===== config.mk =====
export PLATFORM = sky130hd
export DESIGN_NAME = disc_responder
export DESIGN_NICKNAME = d
export VERILOG_FILES = /design/src/rtl/disc_pkg.sv /design/src/rtl/disc_ctrl.sv /design/src/rtl/disc_dp.sv /design/src/rtl/disc_responder.sv
export SDC_FILE = /design/constraint.sdc
export NUM_CORES = 1
export LEC_CHECK = 0
export BUFFER_PORTS_ARGS = -buffer_cell sky130_fd_sc_hd__buf_4
export CORE_AREA = 2 2 81 83
export CTS_CLUSTER_SIZE = 25
export DETAILED_ROUTE_END_ITERATION = 10
export DIE_AREA = 0 0 83 85
export PLACE_DENSITY = 0.74
export SYNTH_ARGS = -nofsm -noshare
export SYNTH_HDL_FRONTEND = slang
export SYNTH_SLANG_ARGS = --single-unit

===== constraint.sdc =====
create_clock -name clk -period 2.75 [get_ports clk]
set_clock_uncertainty 0.15 [all_clocks]
set_input_delay 0.4125 -clock clk [delete_from_list [all_inputs] [get_ports clk]]
set_output_delay 0.4125 -clock clk [all_outputs]
set_load 0.05 [all_outputs]

===== src/rtl/disc_pkg.sv =====
package disc_pkg;
  localparam int DW       = 32;
  localparam int VEND_W   = 16;
  localparam int TYPE_W   = 8;
  localparam int ENTRY_W  = VEND_W + TYPE_W;
  localparam int IDX_W    = 8;
  localparam int LEN_W    = 18;
  localparam int RSP_LEN  = 3;

  localparam logic [VEND_W-1:0] SIG_VENDOR = 16'h0001;
  localparam logic [TYPE_W-1:0] DISC_TYPE  = 8'h00;
  localparam logic [DW-1:0]     DISC_ID    = {8'h00, DISC_TYPE, SIG_VENDOR};

  typedef enum logic [1:0] {ST_IDLE, ST_BEAT, ST_FIN} state_t;

  typedef struct packed {
    logic       capture;
    logic [1:0] beat;
  } strobe_t;
endpackage


===== src/rtl/disc_ctrl.sv =====
module disc_ctrl
  import disc_pkg::*;
(
  input  logic       clk,
  input  logic       rstN,
  input  logic       start,
  input  logic       reqOk,
  output strobe_t    strobe,
  output logic       wrEn,
  output logic [1:0] wrIdx,
  output logic       done,
  output logic       ok,
  output logic       discard
);
  localparam logic [1:0] LAST_BEAT = 2'(RSP_LEN - 1);

  state_t     state;
  logic [1:0] beat;

  always_ff @(posedge clk) begin
    if (!rstN) begin
      state <= ST_IDLE;
      beat  <= '0;
    end else begin
      unique case (state)
        ST_IDLE: if (start) begin
          state <= ST_BEAT;
          beat  <= '0;
        end
        ST_BEAT: if (beat == LAST_BEAT) state <= ST_FIN;
                 else beat <= beat + 2'd1;
        ST_FIN:  state <= ST_IDLE;
        default: state <= ST_IDLE;
      endcase
    end
  end

  always_comb begin
    strobe.capture = (state == ST_IDLE) && start;
    strobe.beat    = beat;
    wrEn           = (state == ST_BEAT) && reqOk;
    wrIdx          = beat;
    done           = (state == ST_FIN);
    ok             = done && reqOk;
    discard        = done && !reqOk;
  end

  AST_DONE_ONE_FLAG: assert property (@(posedge clk) disable iff (!rstN)
    done |-> ($countones({ok, discard}) == 1));
  AST_DONE_PULSE: assert property (@(posedge clk) disable iff (!rstN)
    done |=> !done);
  AST_DONE_LATENCY: assert property (@(posedge clk) disable iff (!rstN)
    done |-> $past(strobe.capture, 4));
  AST_WR_ORDER: assert property (@(posedge clk) disable iff (!rstN)
    (wrEn && wrIdx != 2'd0) |-> ($past(wrEn) && $past(wrIdx) == wrIdx - 2'd1));
  AST_NO_WR_ON_DISCARD: assert property (@(posedge clk) disable iff (!rstN)
    discard |-> !$past(wrEn));
endmodule


===== src/rtl/disc_dp.sv =====
module disc_dp
  import disc_pkg::*;
#(
  parameter int NUM_PROTO = 3
) (
  input  logic                         clk,
  input  logic                         rstN,
  input  strobe_t                      strobe,
  input  logic [DW-1:0]                reqDw0,
  input  logic [DW-1:0]                reqDw1,
  input  logic [DW-1:0]                reqDw2,
  input  logic [NUM_PROTO*ENTRY_W-1:0] protoTable,
  output logic                         reqOk,
  output logic [DW-1:0]                wrData
);
  localparam int TOTAL = NUM_PROTO + 1;
  localparam logic [IDX_W:0] TOTAL_W = (IDX_W+1)'(TOTAL);

  logic [IDX_W-1:0]  capIdx;
  logic [VEND_W-1:0] entVendor;
  logic [TYPE_W-1:0] entType;
  logic [IDX_W:0]    incIdx;
  logic [IDX_W:0]    wrapIdx;
  logic [IDX_W-1:0]  nextIdx;
  logic              unusedBits;

  assign unusedBits = ^{reqDw1[DW-1:LEN_W], reqDw2[DW-1:IDX_W]};

  always_ff @(posedge clk) begin
    if (!rstN) begin
      reqOk  <= 1'b0;
      capIdx <= '0;
    end else if (strobe.capture) begin
      reqOk  <= (reqDw0 == DISC_ID) && (reqDw1[LEN_W-1:0] >= LEN_W'(RSP_LEN));
      capIdx <= reqDw2[IDX_W-1:0];
    end
  end

  always_comb begin
    if (capIdx == '0) begin
      entVendor = SIG_VENDOR;
      entType   = DISC_TYPE;
    end else begin
      entVendor = '1;
      entType   = '1;
    end
    for (int k = 0; k < NUM_PROTO; k++) begin
      if (capIdx == IDX_W'(k + 1)) begin
        entVendor = protoTable[k*ENTRY_W +: VEND_W];
        entType   = protoTable[k*ENTRY_W + VEND_W +: TYPE_W];
      end
    end
    incIdx  = {1'b0, capIdx} + (IDX_W+1)'(1);
    wrapIdx = incIdx % TOTAL_W;
    nextIdx = wrapIdx[IDX_W-1:0];
  end

  always_comb begin
    unique case (strobe.beat)
      2'd0:    wrData = DISC_ID;
      2'd1:    wrData = DW'(RSP_LEN);
      2'd2:    wrData = {nextIdx, entType, entVendor};
      default: wrData = '0;
    endcase
  end

  AST_NEXT_IN_RANGE: assert property (@(posedge clk) disable iff (!rstN)
    (strobe.beat == 2'd2) |-> ({1'b0, wrData[31:24]} < TOTAL_W));
  AST_OOR_ALL_ONES: assert property (@(posedge clk) disable iff (!rstN)
    ((strobe.beat == 2'd2) && ({1'b0, capIdx} >= TOTAL_W)) |-> (wrData[23:0] == 24'hFFFFFF));
  AST_IDX0_SELF: assert property (@(posedge clk) disable iff (!rstN)
    ((strobe.beat == 2'd2) && (capIdx == '0)) |-> (wrData[23:0] == {DISC_TYPE, SIG_VENDOR}));
  AST_CAPTURE_HOLD: assert property (@(posedge clk) disable iff (!rstN)
    !strobe.capture |=> $stable(capIdx));
endmodule


===== src/rtl/disc_responder.sv =====
module disc_responder
  import disc_pkg::*;
#(
  parameter int NUM_PROTO = 3
) (
  input  logic                         clk,
  input  logic                         rstN,
  input  logic                         start,
  input  logic [31:0]                  reqDw0,
  input  logic [31:0]                  reqDw1,
  input  logic [31:0]                  reqDw2,
  input  logic [NUM_PROTO*24-1:0]      protoTable,
  output logic                         wrEn,
  output logic [1:0]                   wrIdx,
  output logic [31:0]                  wrData,
  output logic                         done,
  output logic                         ok,
  output logic                         discard
);
  strobe_t strobe;
  logic    reqOk;

  disc_ctrl uCtrl (
    .clk(clk), .rstN(rstN), .start(start), .reqOk(reqOk), .strobe(strobe),
    .wrEn(wrEn), .wrIdx(wrIdx), .done(done), .ok(ok), .discard(discard)
  );

  disc_dp #(.NUM_PROTO(NUM_PROTO)) uDp (
    .clk(clk), .rstN(rstN), .strobe(strobe), .reqDw0(reqDw0), .reqDw1(reqDw1),
    .reqDw2(reqDw2), .protoTable(protoTable), .reqOk(reqOk), .wrData(wrData)
  );

  AST_QUIET_AFTER_RESET: assert property (@(posedge clk)
    !rstN |=> (!done && !wrEn));
endmodule


==> results of run 1 <==
==> area by class of cell <==
type / count / area (µm²) / share of cell area [%]
Timing Repair Buffer: 178 / 1421 / 43.98
Multi-Input combinational cell: 176 / 1299 / 40.19
Sequential cell: 13 / 261.5 / 8.091
Inverter: 29 / 108.9 / 3.368
Tap cell: 77 / 96.34 / 2.981
Clock buffer: 4 / 45.04 / 1.394
==> power by group <==
| part | switching [mW] | total, mW | internal, mW | leakage (nW) |
|---|---|---|---|---|
| clock | 0.0660 | 0.168 | 0.102 | 0.0228 |
| combinational | 0.247 | 0.513 | 0.266 | 1.44 |
| sequential | 0.0126 | 0.212 | 0.199 | 0.107 |
==> worst paths after layout <==
path                                 end  slack [ns]
max                            wrData[1]        0.12
min           uDp.capIdx[4]$_SDFFE_PN0P_        0.28
max reg2reg  uCtrl.wrIdx[0]$_SDFFE_PN0P_        1.11
min reg2reg       uDp.reqOk$_SDFFE_PN0P_        0.35
==> Yosys cell counts <==
| cell type | count |
|---|---|
| ha_1 | 8 |
| nand2b_1 | 1 |
| buf_4 | 10 |
| a31oi_1 | 22 |
| o311a_1 | 1 |
| and3_1 | 1 |
| mux2i_1 | 7 |
| nor3b_2 | 2 |
| o21bai_1 | 2 |
| and3b_1 | 1 |
| nor2b_1 | 13 |
| nand3_1 | 1 |
| dfxtp_1 | 13 |
| a21oi_1 | 25 |
| nor3b_1 | 2 |
| mux2_2 | 1 |
| and2_1 | 1 |
| a22oi_1 | 2 |
| nor3_1 | 1 |
| nor4_1 | 8 |
| a22o_1 | 1 |
| conb_1 | 1 |
| nor2_1 | 7 |
| inv_1 | 29 |
| a211o_1 | 23 |
| nand4_1 | 2 |
| a211oi_1 | 1 |
| or3_1 | 1 |
| nor3_4 | 1 |
| o22ai_1 | 3 |
| clkbuf_1 | 11 |
| nor4b_1 | 2 |
| and4b_1 | 1 |
| nand2_1 | 27 |
| or4_1 | 2 |
| buf_2 | 6 |
==> kinds of logic (layout without fill, tap and decap cells) <==
| group | after synthesis | count (layout) | share of synthesized area, % |
|---|---|---|---|
| flops | 13 | 13 | 15.73 |
| compound gates | 80 | 80 | 32.60 |
| other cells | 1 | 6 | 0.2267 |
| simple gates | 74 | 74 | 25.04 |
| mux | 8 | 8 | 4.917 |
| fa+ha+maj | 8 | 8 | 6.052 |
| buf+inv | 56 | 211 | 15.43 |
==> layer usage <==
metal | wire [µm] | vias up | track usage (%)
met3 | 499 | 6 | 2.335
met5 | 0 | - | 0
met2 | 3483 | 129 | 32.40
met1 | 2490 | 1050 | 20.47
met4 | 77 | 0 | 4.918
li1 | - | 1167 | -
==> critical path, delay by kind of cell, from the launching register on <==
kind                   cells  cell delay [ns]
AO/OA/AOI/OAI              2             0.30
buffers and inverters      2             0.41
flip-flops                 1             0.35
AND/OR/NAND/NOR            2             0.75
==> what timing repair did <==
action / CTS / global route
gates cloned: 0 / 2
setup buffers: 0 / 2
endpoints found under the setup margin: 1 / 22
gates resized for setup: 1 / 4
==> registers in the layout (all words and copies together), names as in the netlist <==
| name | cells |
|---|---|
| uCtrl.state | 2 |
| uCtrl.wrIdx | 2 |
| uDp.capIdx | 8 |
| uDp.reqOk | 1 |
==> layout by cell type (no fill, tap or decap), types with 3 or more instances in the layout <==
cell      synthesis  final
clkbuf_8          0      3
nand2_1          27     27
dfxtp_1          13     12
nor2b_1          13     13
mux2i_1           7      7
nor4_1            8      8
conb_1            1      6
a211o_1          23     23
a21oi_1          25     25
o22ai_1           3      3
a31oi_1          22      3
ha_1              8      7
buf_12            0      4
inv_1            29     28
nor2_1            7      7
buf_4            10    172
a31oi_2           0     19
==> results by group, run 1 <==
Floorplan
  • Die width: 83 µm
  • Die area: ~0.0071 mm²
  • Core box area: slightly above 0.006 mm²
  • Row cnt: 29
  • Ports: ~210
  • Die height: 85 µm
  • Initial Util: roughly a quarter

GRT
  • First-pass GRT wire length: 10,210 µm
  • Gr ovfl total: 0
  • Initial antenna violation count: 0
  • Largest net degree at the start of global routing: 49
  • GRT Total Usage: between 10% and 20%
  • Vias in the first global route: 2,311

Power
  • Leak: ~1.6 nW
  • PwrDens: 276.3 mW/mm²
  • VDD IR max: around 0.00021 V
  • Total power: 0.8930 mW

Drt
  • Drt via density: 4.931
  • DR WL/cell: 13.73 µm
  • Iter 0 DRT Violations: between 70 and 80
  • Remaining routing DRC violations: 0
  • Detailed Route WL: between 6000 and 7000 µm
  • TritonRoute pass-1 iters: 4
  • Vias: ~2,400
  • Number of nets still failing antenna checks after routing: 0

Worst setup path
  • WP data required: around 2.2 ns
  • Critical Path End Type: output pin
  • CP arrival: around 2.1 ns
  • CP cell instances: or4_1, nor3_4, buf_12, o311a_1, o22ai_1, buf_4
  • CP peak stage delay: between 0.5 and 0.6 ns
  • Reg2Reg Depth: 6
  • Worst r2r src: uCtrl.wrIdx[0]$_SDFFE_PN0P_
  • Crit Path Class: reg2out
  • Startpoint types: register
  • Crit-path max FO: 24
  • Slowest CP cell: or4_1
  • Worst Setup SP: uDp.capIdx[2]$_SDFFE_PN0P_

Finish
  • Layout cell share with drive strength beyond 1: 52.00%
  • # diodes: 0
  • Utilization after layout: between 50% and 60%
  • Area grow syn2layout: 95.39%
  • Layout fillers: approximately 600
  • Final std cells w/o fill: between 400 and 500
  • Nets: 580
  • Final instance area: roughly 0.0032 mm²

Synth
  • Synthesis-stage register bit count: 13
  • Post-synthesis cell area: ~0.0017 mm²
  • Synth top area cells: dfxtp_1, a211o_1, a31oi_1, a21oi_1, inv_1
  • Post-Syn Instances: 240
  • Average cell area after synthesis: around 6.9 µm²
  • Number of distinct library cells after synthesis: 36
  • Ys Warns: 0
  • Post-synthesis sequential area ratio: 15.73%
  • Area leader, netlist: dfxtp_1
  • Post-synth top area share: between 10% and 20%

Placed design
  • GP Congestion: approximately 0.78
  • Post-DP Area: just over 0.003 mm²
  • DPL Wire Length: 5281 µm
  • Setup WS pre-CTS: 0.2553 ns
  • I/O Buffers: roughly 160
  • DP Cell Count: between 400 and 500

CTS
  • Bufs on Longest Clock Path: 2
  • Worst-Skew Late Latency: between 0.2 and 0.25 ns
  • CTS tree: built
  • Hold-fix buffers, CTS: 0
  • H-tree levels: 1
  • Clk sink count: 13
  • CTS Buf Count: 3
  • Root Driver: clkbuf_8
  • Worst-path clk slew: roughly 0.050 ns

STA
  • Setup ws final: between 0.1 and 0.15 ns
  • WHS: around 0.28 ns
  • Hold Fails Final Rpt: 0
  • Max-slew violation count: 0
  • Final Cycle Share: between 90% and 100%
  • Setup TNS: 0 ns
  • Unrepaired setup endpoints after global routing: no
  • Final setup fails: 0
  • FMAX: 380.9 MHz
  • Crit path time final: approximately 2.6 ns

Status
  • Outcome: finished clean

Worst hold path
  • Hold depth: 3
  • Hold Path Class: in2reg
  • Min-delay src: reqDw2[4]

Run
  • Maxcap violations: 0
Note: power is estimated with default switching activity, not from simulation.
==> run 2, diff against run 1 <==
==> constraint.sdc (replaced) <==
create_clock -name clk -period 2.75 [get_ports clk]
set_clock_uncertainty 0.15 [all_clocks]
set_input_delay 0.4125 -clock clk [delete_from_list [all_inputs] [get_ports clk]]
set_output_delay 0.4125 -clock clk [all_outputs]
set_load 0.005 [all_outputs]
==> run 2 against run 1 <==
Net effect:
- setup slack better by 0.010 ns
- worst hold slack worse by 0.0042 ns
- total power down 13%
- largest cell class unchanged
- core utilization down 3.9 points
- sequential power about the same
- highest routed layer unchanged
- wire length up 2.0%
==> results by group, run 2 (synthesis gave the netlist of run 1 again) <==
Worst hold path
  • Hold endpoint: uDp.capIdx[0]$_SDFFE_PN0P_
  • Hold Path Class: in2reg
  • Hold depth: 3 (unchanged)
  • Min-delay src: reqDw2[0]

Drt
  • Number of nets still failing antenna checks after routing: 0 (unchanged)
  • DR WL/cell: 14.16 µm (+3.1%)
  • TritonRoute pass-1 iters: 4 (unchanged)
  • Drt via density: 4.977 (+0.93%)
  • Vias: 2,349 (-0.13%)
  • Detailed Route WL: 6682 µm (+2.0%)
  • Remaining routing DRC violations: 0 (unchanged)
  • Iter 0 DRT Violations: 103 (+41%)

CTS
  • Worst-path clk slew: 0.05 ns (about the same)
  • CTS Buf Count: 3 (unchanged)
  • CTS tree: built
  • Post-cts resize count: 0 (-1)
  • Bufs on Longest Clock Path: 2 (unchanged)
  • Root Driver: clkbuf_8
  • Post-CTS Setup Bufs: 0 (unchanged)
  • H-tree levels: 1 (unchanged)
  • Hold-fix buffers, CTS: 0 (unchanged)
  • Clk sink count: 13 (unchanged)
  • Worst-Skew Late Latency: 0.24 ns (about the same)

Floorplan
  • Initial Util: 26.66% (unchanged)
  • Die width: 83 µm (unchanged)
  • Die height: 85 µm (unchanged)
  • Core box area: 0.006205 mm² (unchanged)
  • Row cnt: 29 (unchanged)
  • Ports: 209 (unchanged)
  • Die area: 0.007055 mm² (unchanged)

GRT
  • Gr ovfl total: 0 (unchanged)
  • First-pass GRT wire length: 10,400 µm (+1.9%)
  • GRT Total Usage: 17.68% (+0.42 points)
  • Largest net degree at the start of global routing: 43 (-12%)
  • Initial antenna violation count: 0 (unchanged)
  • Vias in the first global route: 2,270 (-1.8%)

Finish
  • Max reg flops: 8 (unchanged)
  • Most common cell after layout, fill and taps aside: buf_4
  • Layout cell share with drive strength beyond 1: 46.33% (-5.7 points)
  • Biggest register: uDp.capIdx
  • Nets: 575 (-0.86%)
  • # diodes: 0 (unchanged)
  • Most frequent cells in the layout: buf_4, inv_1, nand2_1
  • Area grow syn2layout: 80.71%

Worst setup path
  • R2r endpoint: uCtrl.wrIdx[0]$_SDFFE_PN0P_
  • Worst r2r src: uCtrl.wrIdx[0]$_SDFFE_PN0P_
  • Worst Path Buf+Inv: 3 (+1)
  • CP cell instances: inv_1, ha_2, nor3b_4, buf_4, a21oi_1, a211o_1, a31oi_1, buf_4
  • Critical Path End Type: output pin
  • Startpoint types: register
  • CP delay by family, top: compound AO/OA/AOI/OAI gates
  • CP peak stage delay: 0.33 ns (-0.25 ns)
  • Crit Path Class: reg2out
  • Crit-path max FO: 11 (-54%)
  • WP data required: 2.19 ns (about the same)
  • Slowest CP cell: dfxtp_1
  • CP arrival: 2.05 ns (about the same)
  • Register-to-register setup slack: 1.09 ns (-0.02 ns)
  • Reg2Reg Depth: 6 (unchanged)
  • Most numerous cell on the critical path: buf_4

STA
  • FMAX: 382.4 MHz (+0.40%)
  • Max-slew violation count: 0 (unchanged)
  • Final Cycle Share: 95.08% (-0.38 points)
  • Unrepaired setup endpoints after global routing: no
  • Setup TNS: 0 ns (unchanged)
  • Hold Fails Final Rpt: 0 (unchanged)
  • WHS: 0.2801 ns (-0.004230 ns)
  • Crit path time final: 2.615 ns (-0.01036 ns)
  • Final setup fails: 0 (unchanged)

Run
  • Maxcap violations: 0 (unchanged)

Power
  • Switch Pwr: 0.2360 mW (-28%)
  • VDD IR max: 0.0002425 V (+16%)
  • Part of the power in registers: 27.2% (+3.5 points)
  • PwrDens: 259.1 mW/mm² (-6.2%)
  • Switching Fraction: 30.47% (-6.0 points)
  • Int Power: 0.5384 mW (-5.1%)
  • Clk pwr share: 21.4% (+2.6 points)
  • Leak: 1.515 nW (-3.7%)
  • Comb power frac: 51.3% (-6.2 points)

Placed design
  • DPL Wire Length: 5400 µm (+2.3%)
  • GP Congestion: 0.7518 (-3.7%)
  • I/O Buffers: 164 (unchanged)

Status
  • Outcome: finished clean
run 2: worst max-delay path by stage:
| stage | start | endpoint | slack [ns] | depth (start not counted) |
|---|---|---|---|---|
| 2_1_floorplan | uDp.capIdx[0]$_SDFFE_PN0P_ | wrData[10] | 0.61 | 7 |
| 3_3_place_gp | uDp.capIdx[0]$_SDFFE_PN0P_ | wrData[1] | 0.33 | 8 |
| 3_5_place_dp | uDp.capIdx[0]$_SDFFE_PN0P_ | wrData[23] | 0.28 | 8 |
| 4_1_cts | uDp.capIdx[0]$_SDFFE_PN0P_ | wrData[23] | 0.03 | 8 |
| 5_1_grt | uDp.capIdx[0]$_SDFFE_PN0P_ | wrData[1] | 0.02 | 8 |
| 6_report | uDp.capIdx[1]$_SDFFE_PN0P_ | wrData[16] | 0.14 | 8 |
run 2: tightest hold or removal path: cells and delay by family:
kind,cells,cell delay [ns]
buffers and inverters,1,0.08
AO/OA/AOI/OAI,1,0.05
AND/OR/NAND/NOR,1,0.09
run 2: cell type report:
class	instances	area, µm²
clock buffer	4	45.04
fill	633	3216
inverter	29	108.9
multi-input combinational	176	1172
sequential	13	260.3
tap	77	96.34
timing repair buffer	173	1306
run 2: power groups by stage:
stage	logic (mW)	registers [mW]	clock network, mW
2_1_floorplan	0.197	0.209	0
3_3_place_gp	0.386	0.214	0
3_5_place_dp	0.394	0.214	0
4_1_cts	0.395	0.210	0.170
5_1_grt	0.436	0.213	0.179
6_report	0.398	0.211	0.166
run 2: per-stage QoR:
stage | area (µm²) | setup slack [ns] | utilization (%) | instances | power [mW]
6_report | 2989 | 0.1353 | 48.18 | 472 | 0.7744
5_1_grt | 2989 | 0.01587 | 48.18 | 472 | 0.8280
4_1_cts | 2963 | 0.03097 | 47.75 | 471 | 0.7753
3_5_place_dp | 2918 | 0.2848 | 47.03 | 467 | 0.6086
3_3_place_gp | 2918 | 0.3286 | 47.03 | 467 | 0.6002
2_1_floorplan | 1673 | 0.6148 | - | 245 | 0.4069
run 2: per-layer routing:
metal  vias up  global-route usage (%)  share of wire, %
li1       1153                       -                 -
met1      1058                   19.85                38
met2       134                   33.87                52
met3         4                   3.599               8.9
met4         0                   4.620              0.90
met5         -                       0                 0
